[config.mk]
export PLATFORM = sky130hd
export DESIGN_NAME = sdram_word_ctrl
export DESIGN_NICKNAME = d
export VERILOG_FILES = /design/src/rtl/sdc_pkg.sv /design/src/rtl/sdc_addr_split.sv /design/src/rtl/sdc_refresh_tmr.sv /design/src/rtl/sdram_word_ctrl.sv
export SDC_FILE = /design/constraint.sdc
export NUM_CORES = 1
export LEC_CHECK = 0
export BUFFER_PORTS_ARGS = -buffer_cell sky130_fd_sc_hd__buf_2
export CAP_MARGIN = 20
export CORE_UTILIZATION = 45
export CTS_CLUSTER_DIAMETER = 120
export DETAILED_ROUTE_END_ITERATION = 10
export PLACE_DENSITY = 0.71
export SLEW_MARGIN = 20
export SYNTH_ARGS = -nofsm -noshare
export SYNTH_HDL_FRONTEND = slang
export SYNTH_SLANG_ARGS = --single-unit
[constraint.sdc]
create_clock -name clk -period 2.1 [get_ports clk]
set_input_delay 0.105 -clock clk [delete_from_list [all_inputs] [get_ports clk]]
set_output_delay 0.105 -clock clk [all_outputs]
set_load 0.05 [all_outputs]
[src/rtl/sdc_pkg.sv]
`timescale 1ns/1ps
package sdc_pkg;

   // {cs_n, ras_n, cas_n, we_n}
   typedef enum logic [3:0] {
      CMD_MRS = 4'b0000,
      CMD_REF = 4'b0001,
      CMD_PRE = 4'b0010,
      CMD_ACT = 4'b0011,
      CMD_WR  = 4'b0100,
      CMD_RD  = 4'b0101,
      CMD_NOP = 4'b0111
   } sdc_cmd_e;

   typedef enum logic [2:0] {
      ST_WAIT,
      ST_IPRE,
      ST_IREF1,
      ST_IREF2,
      ST_IMRS,
      ST_IDLE,
      ST_RW,
      ST_REF
   } sdc_state_e;

endpackage

[src/rtl/sdc_addr_split.sv]
`timescale 1ns/1ps
module sdc_addr_split #(
   parameter int ADDR_W = 32,
   parameter int BA_W   = 2,
   parameter int ROW_W  = 13,
   parameter int COL_W  = 9,
   parameter int BA_LSB = 24
) (
   input  logic [ADDR_W-1:0] byte_addr,
   output logic [BA_W-1:0]   bank,
   output logic [ROW_W-1:0]  row,
   output logic [COL_W-1:0]  col
);
   localparam int WORD_LSB = 2;
   localparam int ROW_LSB  = WORD_LSB + COL_W;

   generate
      if (ROW_LSB + ROW_W != BA_LSB) begin : g_bad_split
         $error("row field must end exactly below the bank field");
      end
      if (BA_LSB + BA_W >= ADDR_W) begin : g_bad_width
         $error("bank field must lie inside the host address");
      end
   endgenerate

   assign col  = byte_addr[WORD_LSB +: COL_W];
   assign row  = byte_addr[ROW_LSB +: ROW_W];
   assign bank = byte_addr[BA_LSB +: BA_W];

   logic unused_addr_bits;
   assign unused_addr_bits = ^{byte_addr[WORD_LSB-1:0], byte_addr[ADDR_W-1:BA_LSB+BA_W]};

endmodule

[src/rtl/sdc_refresh_tmr.sv]
`timescale 1ns/1ps
module sdc_refresh_tmr #(
   parameter int REF_INT = 780
) (
   input  logic clk,
   input  logic rst_n,
   input  logic en,
   input  logic ack,
   output logic due
);
   localparam int TW = $clog2(REF_INT + 1);

   generate
      if (REF_INT < 16) begin : g_bad_int
         $error("refresh interval too short");
      end
   endgenerate

   logic [TW-1:0] tick;

   always_ff @(posedge clk) begin
      if (!rst_n || !en) begin
         tick <= TW'(REF_INT - 1);
         due  <= 1'b0;
      end else begin
         tick <= (tick == '0) ? TW'(REF_INT - 1) : tick - 1'b1;
         due  <= (due & ~ack) | (tick == '0);
      end
   end

endmodule

[src/rtl/sdram_word_ctrl.sv]
`timescale 1ns/1ps
module sdram_word_ctrl
   import sdc_pkg::*;
#(
   parameter int ADDR_W   = 32,
   parameter int DATA_W   = 32,
   parameter int BA_W     = 2,
   parameter int ROW_W    = 13,
   parameter int COL_W    = 9,
   parameter int BA_LSB   = 24,
   parameter int T_RCD    = 2,
   parameter int T_RP     = 2,
   parameter int T_RAS    = 5,
   parameter int CAS_LAT  = 2,
   parameter int T_MRD    = 2,
   parameter int REF_INT  = 780,
   parameter int INIT_CYC = 20000
) (
   input  logic              clk,
   input  logic              rst_n,
   input  logic              req_valid,
   output logic              req_ready,
   input  logic              req_write,
   input  logic [ADDR_W-1:0] req_addr,
   input  logic [DATA_W-1:0] req_wdata,
   output logic              rsp_valid,
   output logic [DATA_W-1:0] rsp_rdata,
   output logic              sd_cke,
   output logic              sd_cs_n,
   output logic              sd_ras_n,
   output logic              sd_cas_n,
   output logic              sd_we_n,
   output logic [BA_W-1:0]   sd_ba,
   output logic [ROW_W-1:0]  sd_addr,
   output logic [DATA_W/8-1:0] sd_dqm,
   output logic [DATA_W-1:0] sd_dq_out,
   output logic              sd_dq_oe,
   input  logic [DATA_W-1:0] sd_dq_in
);
   localparam int TRC     = T_RAS + T_RP;
   localparam int RW_HOLD = (T_RAS - T_RCD > CAS_LAT + 1) ? (T_RAS - T_RCD) : (CAS_LAT + 1);
   localparam int RW_GAP  = RW_HOLD + T_RP;
   localparam int CNT_W   = $clog2(INIT_CYC + TRC + RW_GAP + T_MRD + 1);
   localparam int AP_BIT  = 10;
   localparam logic [ROW_W-1:0] AP_MASK   = ROW_W'(1) << AP_BIT;
   localparam logic [ROW_W-1:0] MODE_WORD = ROW_W'(CAS_LAT) << 4;
   localparam int DQM_W   = DATA_W / 8;

   generate
      if (T_RCD < 2 || T_RP < 2 || T_MRD < 2) begin : g_bad_gap
         $error("command gaps below two cycles are not supported");
      end
      if (T_RAS <= T_RCD) begin : g_bad_ras
         $error("row active time must exceed activate-to-column delay");
      end
      if (CAS_LAT < 1 || CAS_LAT > 3) begin : g_bad_cl
         $error("CAS latency must be 1 to 3");
      end
      if (INIT_CYC < 2) begin : g_bad_init
         $error("settling time too short");
      end
      if (COL_W > AP_BIT || ROW_W <= AP_BIT) begin : g_bad_ap
         $error("auto-precharge bit collides with address fields");
      end
   endgenerate

   // ---------------- address split and refresh timer ----------------
   logic [BA_W-1:0]  a_bank;
   logic [ROW_W-1:0] a_row;
   logic [COL_W-1:0] a_col;

   sdc_addr_split #(
      .ADDR_W(ADDR_W), .BA_W(BA_W), .ROW_W(ROW_W), .COL_W(COL_W), .BA_LSB(BA_LSB)
   ) u_split (
      .byte_addr(req_addr), .bank(a_bank), .row(a_row), .col(a_col)
   );

   sdc_state_e state, nxt;
   logic       init_done;
   logic       ref_due;
   logic       ref_ack;

   assign ref_ack = (state == ST_REF);

   sdc_refresh_tmr #(.REF_INT(REF_INT)) u_ref (
      .clk(clk), .rst_n(rst_n), .en(init_done), .ack(ref_ack), .due(ref_due)
   );

   // ---------------- command sequencer ----------------
   logic [CNT_W-1:0]  cnt;
   sdc_cmd_e          cmd_q;
   logic [COL_W-1:0]  col_q;
   logic              wr_q;
   logic [DATA_W-1:0] wdata_q;

   assign req_ready = (state == ST_IDLE) && !ref_due;
   assign {sd_cs_n, sd_ras_n, sd_cas_n, sd_we_n} = cmd_q;

   always_ff @(posedge clk) begin
      if (!rst_n) begin
         state     <= ST_WAIT;
         nxt       <= ST_IPRE;
         cnt       <= CNT_W'(INIT_CYC);
         cmd_q     <= CMD_NOP;
         sd_cke    <= 1'b0;
         sd_ba     <= '0;
         sd_addr   <= '0;
         sd_dqm    <= {DQM_W{1'b1}};
         sd_dq_oe  <= 1'b0;
         sd_dq_out <= '0;
         init_done <= 1'b0;
         col_q     <= '0;
         wr_q      <= 1'b0;
         wdata_q   <= '0;
      end else begin
         cmd_q    <= CMD_NOP;
         sd_cke   <= 1'b1;
         sd_dq_oe <= 1'b0;
         sd_dqm   <= {DQM_W{1'b1}};
         unique case (state)
            ST_WAIT: begin
               if (cnt == CNT_W'(1)) state <= nxt;
               else                  cnt   <= cnt - 1'b1;
            end
            ST_IPRE: begin
               cmd_q   <= CMD_PRE;
               sd_addr <= AP_MASK;
               state   <= ST_WAIT; cnt <= CNT_W'(T_RP - 1); nxt <= ST_IREF1;
            end
            ST_IREF1: begin
               cmd_q <= CMD_REF;
               state <= ST_WAIT; cnt <= CNT_W'(TRC - 1); nxt <= ST_IREF2;
            end
            ST_IREF2: begin
               cmd_q <= CMD_REF;
               state <= ST_WAIT; cnt <= CNT_W'(TRC - 1); nxt <= ST_IMRS;
            end
            ST_IMRS: begin
               cmd_q     <= CMD_MRS;
               sd_ba     <= '0;
               sd_addr   <= MODE_WORD;
               init_done <= 1'b1;
               state     <= ST_WAIT; cnt <= CNT_W'(T_MRD - 1); nxt <= ST_IDLE;
            end
            ST_IDLE: begin
               if (ref_due) begin
                  cmd_q   <= CMD_PRE;
                  sd_addr <= AP_MASK;
                  state   <= ST_WAIT; cnt <= CNT_W'(T_RP - 1); nxt <= ST_REF;
               end else if (req_valid) begin
                  cmd_q   <= CMD_ACT;
                  sd_ba   <= a_bank;
                  sd_addr <= a_row;
                  col_q   <= a_col;
                  wr_q    <= req_write;
                  wdata_q <= req_wdata;
                  state   <= ST_WAIT; cnt <= CNT_W'(T_RCD - 1); nxt <= ST_RW;
               end
            end
            ST_RW: begin
               cmd_q   <= wr_q ? CMD_WR : CMD_RD;
               sd_addr <= ROW_W'(col_q) | AP_MASK;
               if (wr_q) begin
                  sd_dq_oe  <= 1'b1;
                  sd_dqm    <= '0;
                  sd_dq_out <= wdata_q;
               end
               state <= ST_WAIT; cnt <= CNT_W'(RW_GAP - 1); nxt <= ST_IDLE;
            end
            ST_REF: begin
               cmd_q <= CMD_REF;
               state <= ST_WAIT; cnt <= CNT_W'(TRC - 1); nxt <= ST_IDLE;
            end
            default: state <= ST_IDLE;
         endcase
      end
   end

   // ---------------- read return path ----------------
   logic [CAS_LAT:0] rd_pipe;

   always_ff @(posedge clk) begin
      if (!rst_n) begin
         rd_pipe   <= '0;
         rsp_valid <= 1'b0;
         rsp_rdata <= '0;
      end else begin
         rd_pipe   <= {rd_pipe[CAS_LAT-1:0], (state == ST_RW) && !wr_q};
         rsp_valid <= rd_pipe[CAS_LAT];
         if (rd_pipe[CAS_LAT]) rsp_rdata <= sd_dq_in;
      end
   end

   // ---------------- pin-level timing checks ----------------
   logic [7:0] since_act, since_pre, since_ref;

   always_ff @(posedge clk) begin
      if (!rst_n) begin
         since_act <= 8'hFF;
         since_pre <= 8'h00;
         since_ref <= 8'hFF;
      end else begin
         since_act <= (cmd_q == CMD_ACT) ? 8'd1 : ((since_act == 8'hFF) ? since_act : since_act + 8'd1);
         since_pre <= (cmd_q == CMD_PRE) ? 8'd1 : ((since_pre == 8'hFF) ? since_pre : since_pre + 8'd1);
         since_ref <= (cmd_q == CMD_REF) ? 8'd1 : ((since_ref == 8'hFF) ? since_ref : since_ref + 8'd1);
      end
   end

   AST_RCD_EXACT: assert property (@(posedge clk) disable iff (!rst_n)
      (cmd_q == CMD_RD || cmd_q == CMD_WR) |-> (since_act == 8'(T_RCD)));
   AST_AUTO_PRECHARGE: assert property (@(posedge clk) disable iff (!rst_n)
      (cmd_q == CMD_RD || cmd_q == CMD_WR) |-> sd_addr[AP_BIT]);
   AST_ROW_CYCLE: assert property (@(posedge clk) disable iff (!rst_n)
      (cmd_q == CMD_ACT) |-> (since_act >= 8'(TRC)));
   AST_REF_TO_ACT: assert property (@(posedge clk) disable iff (!rst_n)
      (cmd_q == CMD_ACT) |-> (since_ref >= 8'(TRC)));
   AST_REF_AFTER_PRE: assert property (@(posedge clk) disable iff (!rst_n)
      (cmd_q == CMD_REF) |-> (since_pre == 8'(T_RP) || since_ref == 8'(TRC)));
   AST_DQ_ONLY_WRITE: assert property (@(posedge clk) disable iff (!rst_n)
      sd_dq_oe |-> (cmd_q == CMD_WR && sd_dqm == '0));
   AST_RSP_LATENCY: assert property (@(posedge clk) disable iff (!rst_n)
      rsp_valid |-> $past(cmd_q == CMD_RD, CAS_LAT + 1));
   AST_PRE_AFTER_ACCESS: assert property (@(posedge clk) disable iff (!rst_n)
      (cmd_q == CMD_PRE && init_done) |-> (since_act >= 8'(T_RCD + RW_GAP - 1)));

endmodule

==> flow_metrics.env <==
export IMPL_reg2reg_depth=6
export IMPL_die_area_mm2=0.0147
export IMPL_synth_cell_types=60
export IMPL_drv_slew=0
export IMPL_synthCells=740
export IMPL_synth_main_ff_cell="dfxtp_1"
export IMPL_synth_ff_latch_count=164
export IMPL_synthToLayoutAreaGrowth_pct=39.6
export IMPL_drive_gt1_share_pct=24.5
export IMPL_die_h_um=121
export IMPL_min_period_ns=1.84
export IMPL_stdcell_area_mm2=0.00890
export IMPL_ys_warn_count=0
export IMPL_fin_crit_sh_pct=87.4
export IMPL_finalClockSkew_ns=0.00596
export IMPL_grt_pass1_wl_um=26400
export IMPL_synthesis_area_mm2=0.00638
export IMPL_synthArstFlopShare_pct=0
export IMPL_port_buffers=181
export IMPL_start_util_pct=46.1
export IMPL_htree_levels=4
export IMPL_setup_violations=0
export IMPL_routed_wl_um=16600
export IMPL_final_hold_viol_count=1
export IMPL_rows=43
export IMPL_drt_iter0_markers=394
export IMPL_total_power_mw=6.66
export IMPL_insertion_delay_ns=0.43
export IMPL_dpl_hpwl_um=10000
export IMPL_diodes=0
export IMPL_cp_end_kind="flop"
export IMPL_avgSynthCellArea_um2=8.62
export IMPL_routedWlPerCell_um=14.0
export IMPL_gp_congestion=0.876
export IMPL_required_ns=2.45
export IMPL_tns_ns=0
export IMPL_core_mm2=0.0138
export IMPL_peakVddDrop_mv=0.582
export IMPL_fmax_mhz=545
export IMPL_hp_class="input port to flop"
export IMPL_grt_ovfl_total=0
export IMPL_synth_fp_nets=843
export IMPL_slew_headroom_pct=55.7
export IMPL_antenna_found_initial=0
export IMPL_violations="design-rule violations, negative hold slack"
export IMPL_tightest_slew_ns=0.665
export IMPL_run_status="finished, violations left"
export IMPL_first_global_vias=5533
export IMPL_place_area_mm2=0.00745
export IMPL_dr_total_vias=5959
export IMPL_path_clk_slew_ns=0.07
export IMPL_synth_seq_area_share_pct=51.5
export IMPL_power_density_mw_per_mm2=748
export IMPL_drc=2
export IMPL_pin_count=191
export IMPL_clock_sinks=164
export IMPL_arrival_ns=2.19
export IMPL_tritoncts="built"
export IMPL_grt_usage_pct=22.7
export IMPL_post_cts_repair_setup_buffers=0
export IMPL_grt_max_degree=66
export IMPL_root_buffer="clkbuf_16"
export IMPL_rsz0062_at_grt="false"
export IMPL_numCtsBuffers=17
export IMPL_critical_path_class="flop to flop"
export IMPL_num_nets_final=1097
export IMPL_holdPathStages=3
export IMPL_clockBufferDepth=2
export IMPL_max_cap_viol_count=0
export IMPL_hold_ws_ns=-0.00245
export IMPL_synth_edf_count=0
export IMPL_crit_path_start_kind="flop"
export IMPL_path_max_fanout=7
export IMPL_p_leak_nw=3.58
export IMPL_antenna_left=0
export IMPL_dr_pass1_iters=8
export IMPL_avgViaCountPerCell=5.03
export IMPL_die_w_um=121
[final cells by class]
| cell class | instances | area, µm² |
|---|---|---|
| fill | 1113 | 4920 |
| sequential | 164 | 3280 |
| multi-input combinational | 513 | 2810 |
| timing repair buffer | 289 | 1970 |
| clock buffer | 19 | 453 |
| tap | 180 | 225 |
| clock inverter | 10 | 126 |
| inverter | 9 | 36.3 |
[path summary, 6_finish.rpt]
| path | endpoint | startpoint | slack [ns] |
|---|---|---|---|
| worst max register to register | cnt[3] | cnt[1] | 0.26 |
| worst min register to register | u_ref.tick[0] | u_ref.tick[0] | 0.42 |
| worst min-delay path | sd_addr[3] | req_addr[14] | -0.002 |
| worst max-delay path | cnt[3] | cnt[1] | 0.26 |
[state kept, by name, indices dropped and copies added (netlist names), 9 cells and up]
name        count
rsp_rdata      32
sd_dq_out      32
wdata_q        32
cnt            15
sd_addr        13
u_ref.tick     10
col_q           9
[cells in the mapped netlist, drive strengths merged, types with 3 or more instances]
| cell | count | share of area, % |
|---|---|---|
| a21oi | 92 | 7.2 |
| o311ai | 7 | 1.1 |
| inv | 8 | 0.47 |
| nor3 | 6 | 0.55 |
| or4 | 4 | 0.47 |
| nand4 | 9 | 0.88 |
| a22oi | 10 | 1.2 |
| nand2b | 11 | 1.1 |
| nor2b | 3 | 0.29 |
| nor2 | 61 | 3.6 |
| xor2 | 5 | 0.69 |
| ha | 3 | 0.59 |
| a2111oi | 3 | 0.51 |
| buf | 27 | 2.5 |
| nand3 | 8 | 0.71 |
| nor4 | 6 | 0.92 |
| o21ai | 19 | 1.5 |
| or2 | 3 | 0.29 |
| clkbuf | 27 | 1.6 |
| nand2 | 182 | 11 |
| mux2i | 40 | 6.3 |
| and2 | 6 | 0.59 |
| a211oi | 3 | 0.55 |
| o211ai | 4 | 0.47 |
| dfxtp | 164 | 51 |
[placed cells by master, fill, tap and decap left out, types with 3 or more instances in the layout]
cell type and count:
nand2_1 181, buf_2 181, dfxtp_1 163, a21oi_1 92
dlygate4sd3_1 87, nor2_1 61, mux2i_1 40, buf_4 18
clkbuf_16 17, o21ai_0 16, nand2b_1 11, a22oi_1 10
nand4_1 9, inv_1 7, nand3_1 7, o311ai_1 6
and2_1 5, xor2_1 5, nor3_1 5, nor4_1 4
or4_1 4, o211ai_1 4, nor2b_1 3, o21ai_1 3
ha_1 3, buf_12 3
[repair_timing]
action / 4_1_cts / 5_1_grt
endpoints found under the setup margin: 0 / 0
gates resized for setup: 0 / 0
hold buffers: 87 / 0
hold endpoints to repair: 87 / 0
[where the power goes]
group	internal [mW]	switching, mW
combinational	0.241	0.192
clock	1.81	1.25
sequential	3.14	0.0334
[cell families (layout without fill, tap and decap cells)]
kind of cell	count (synthesis)	after routing	synth area share [%]
mux	40	40	6.28
flops	164	164	51.5
buf+inv	63	327	4.57
simple gates	310	310	21.7
fa+ha+maj	3	3	0.589
xor+xnor	7	7	0.961
compound gates	152	152	14.4
other cells	1	1	0.0588
[routing by layer]
metal | up-vias | GRT usage, % | wire length [µm] | part of all wire [%]
li1 | 3007 | - | - | -
met4 | 0 | 9.57 | 371 | 2.2
met1 | 2708 | 27.9 | 7170 | 43
met2 | 210 | 37.4 | 7900 | 48
met3 | 34 | 6.16 | 1150 | 6.9
met5 | - | 0 | 0 | 0
[through the flow]
step | utilization, % | cells | worst slack (ns)
5_1_grt | 64.4 | 1184 | 0.113
2_1_floorplan | - | 740 | 0.421
4_1_cts | 64.4 | 1184 | 0.276
3_5_place_dp | 53.9 | 1068 | 0.297
6_report | 64.4 | 1184 | 0.264
3_3_place_gp | 53.9 | 1068 | 0.309
[worst max-delay path, stage by stage (launching register included)]
cell and delay, ns:
dfxtp_1 0.36, inv_1 0.08, ha_1 0.21, nor2b_1 0.16, and4_1 0.32, a2111oi_2 0.43
mux2i_1 0.21
No activity file was read; power rests on OpenSTA's default activity.
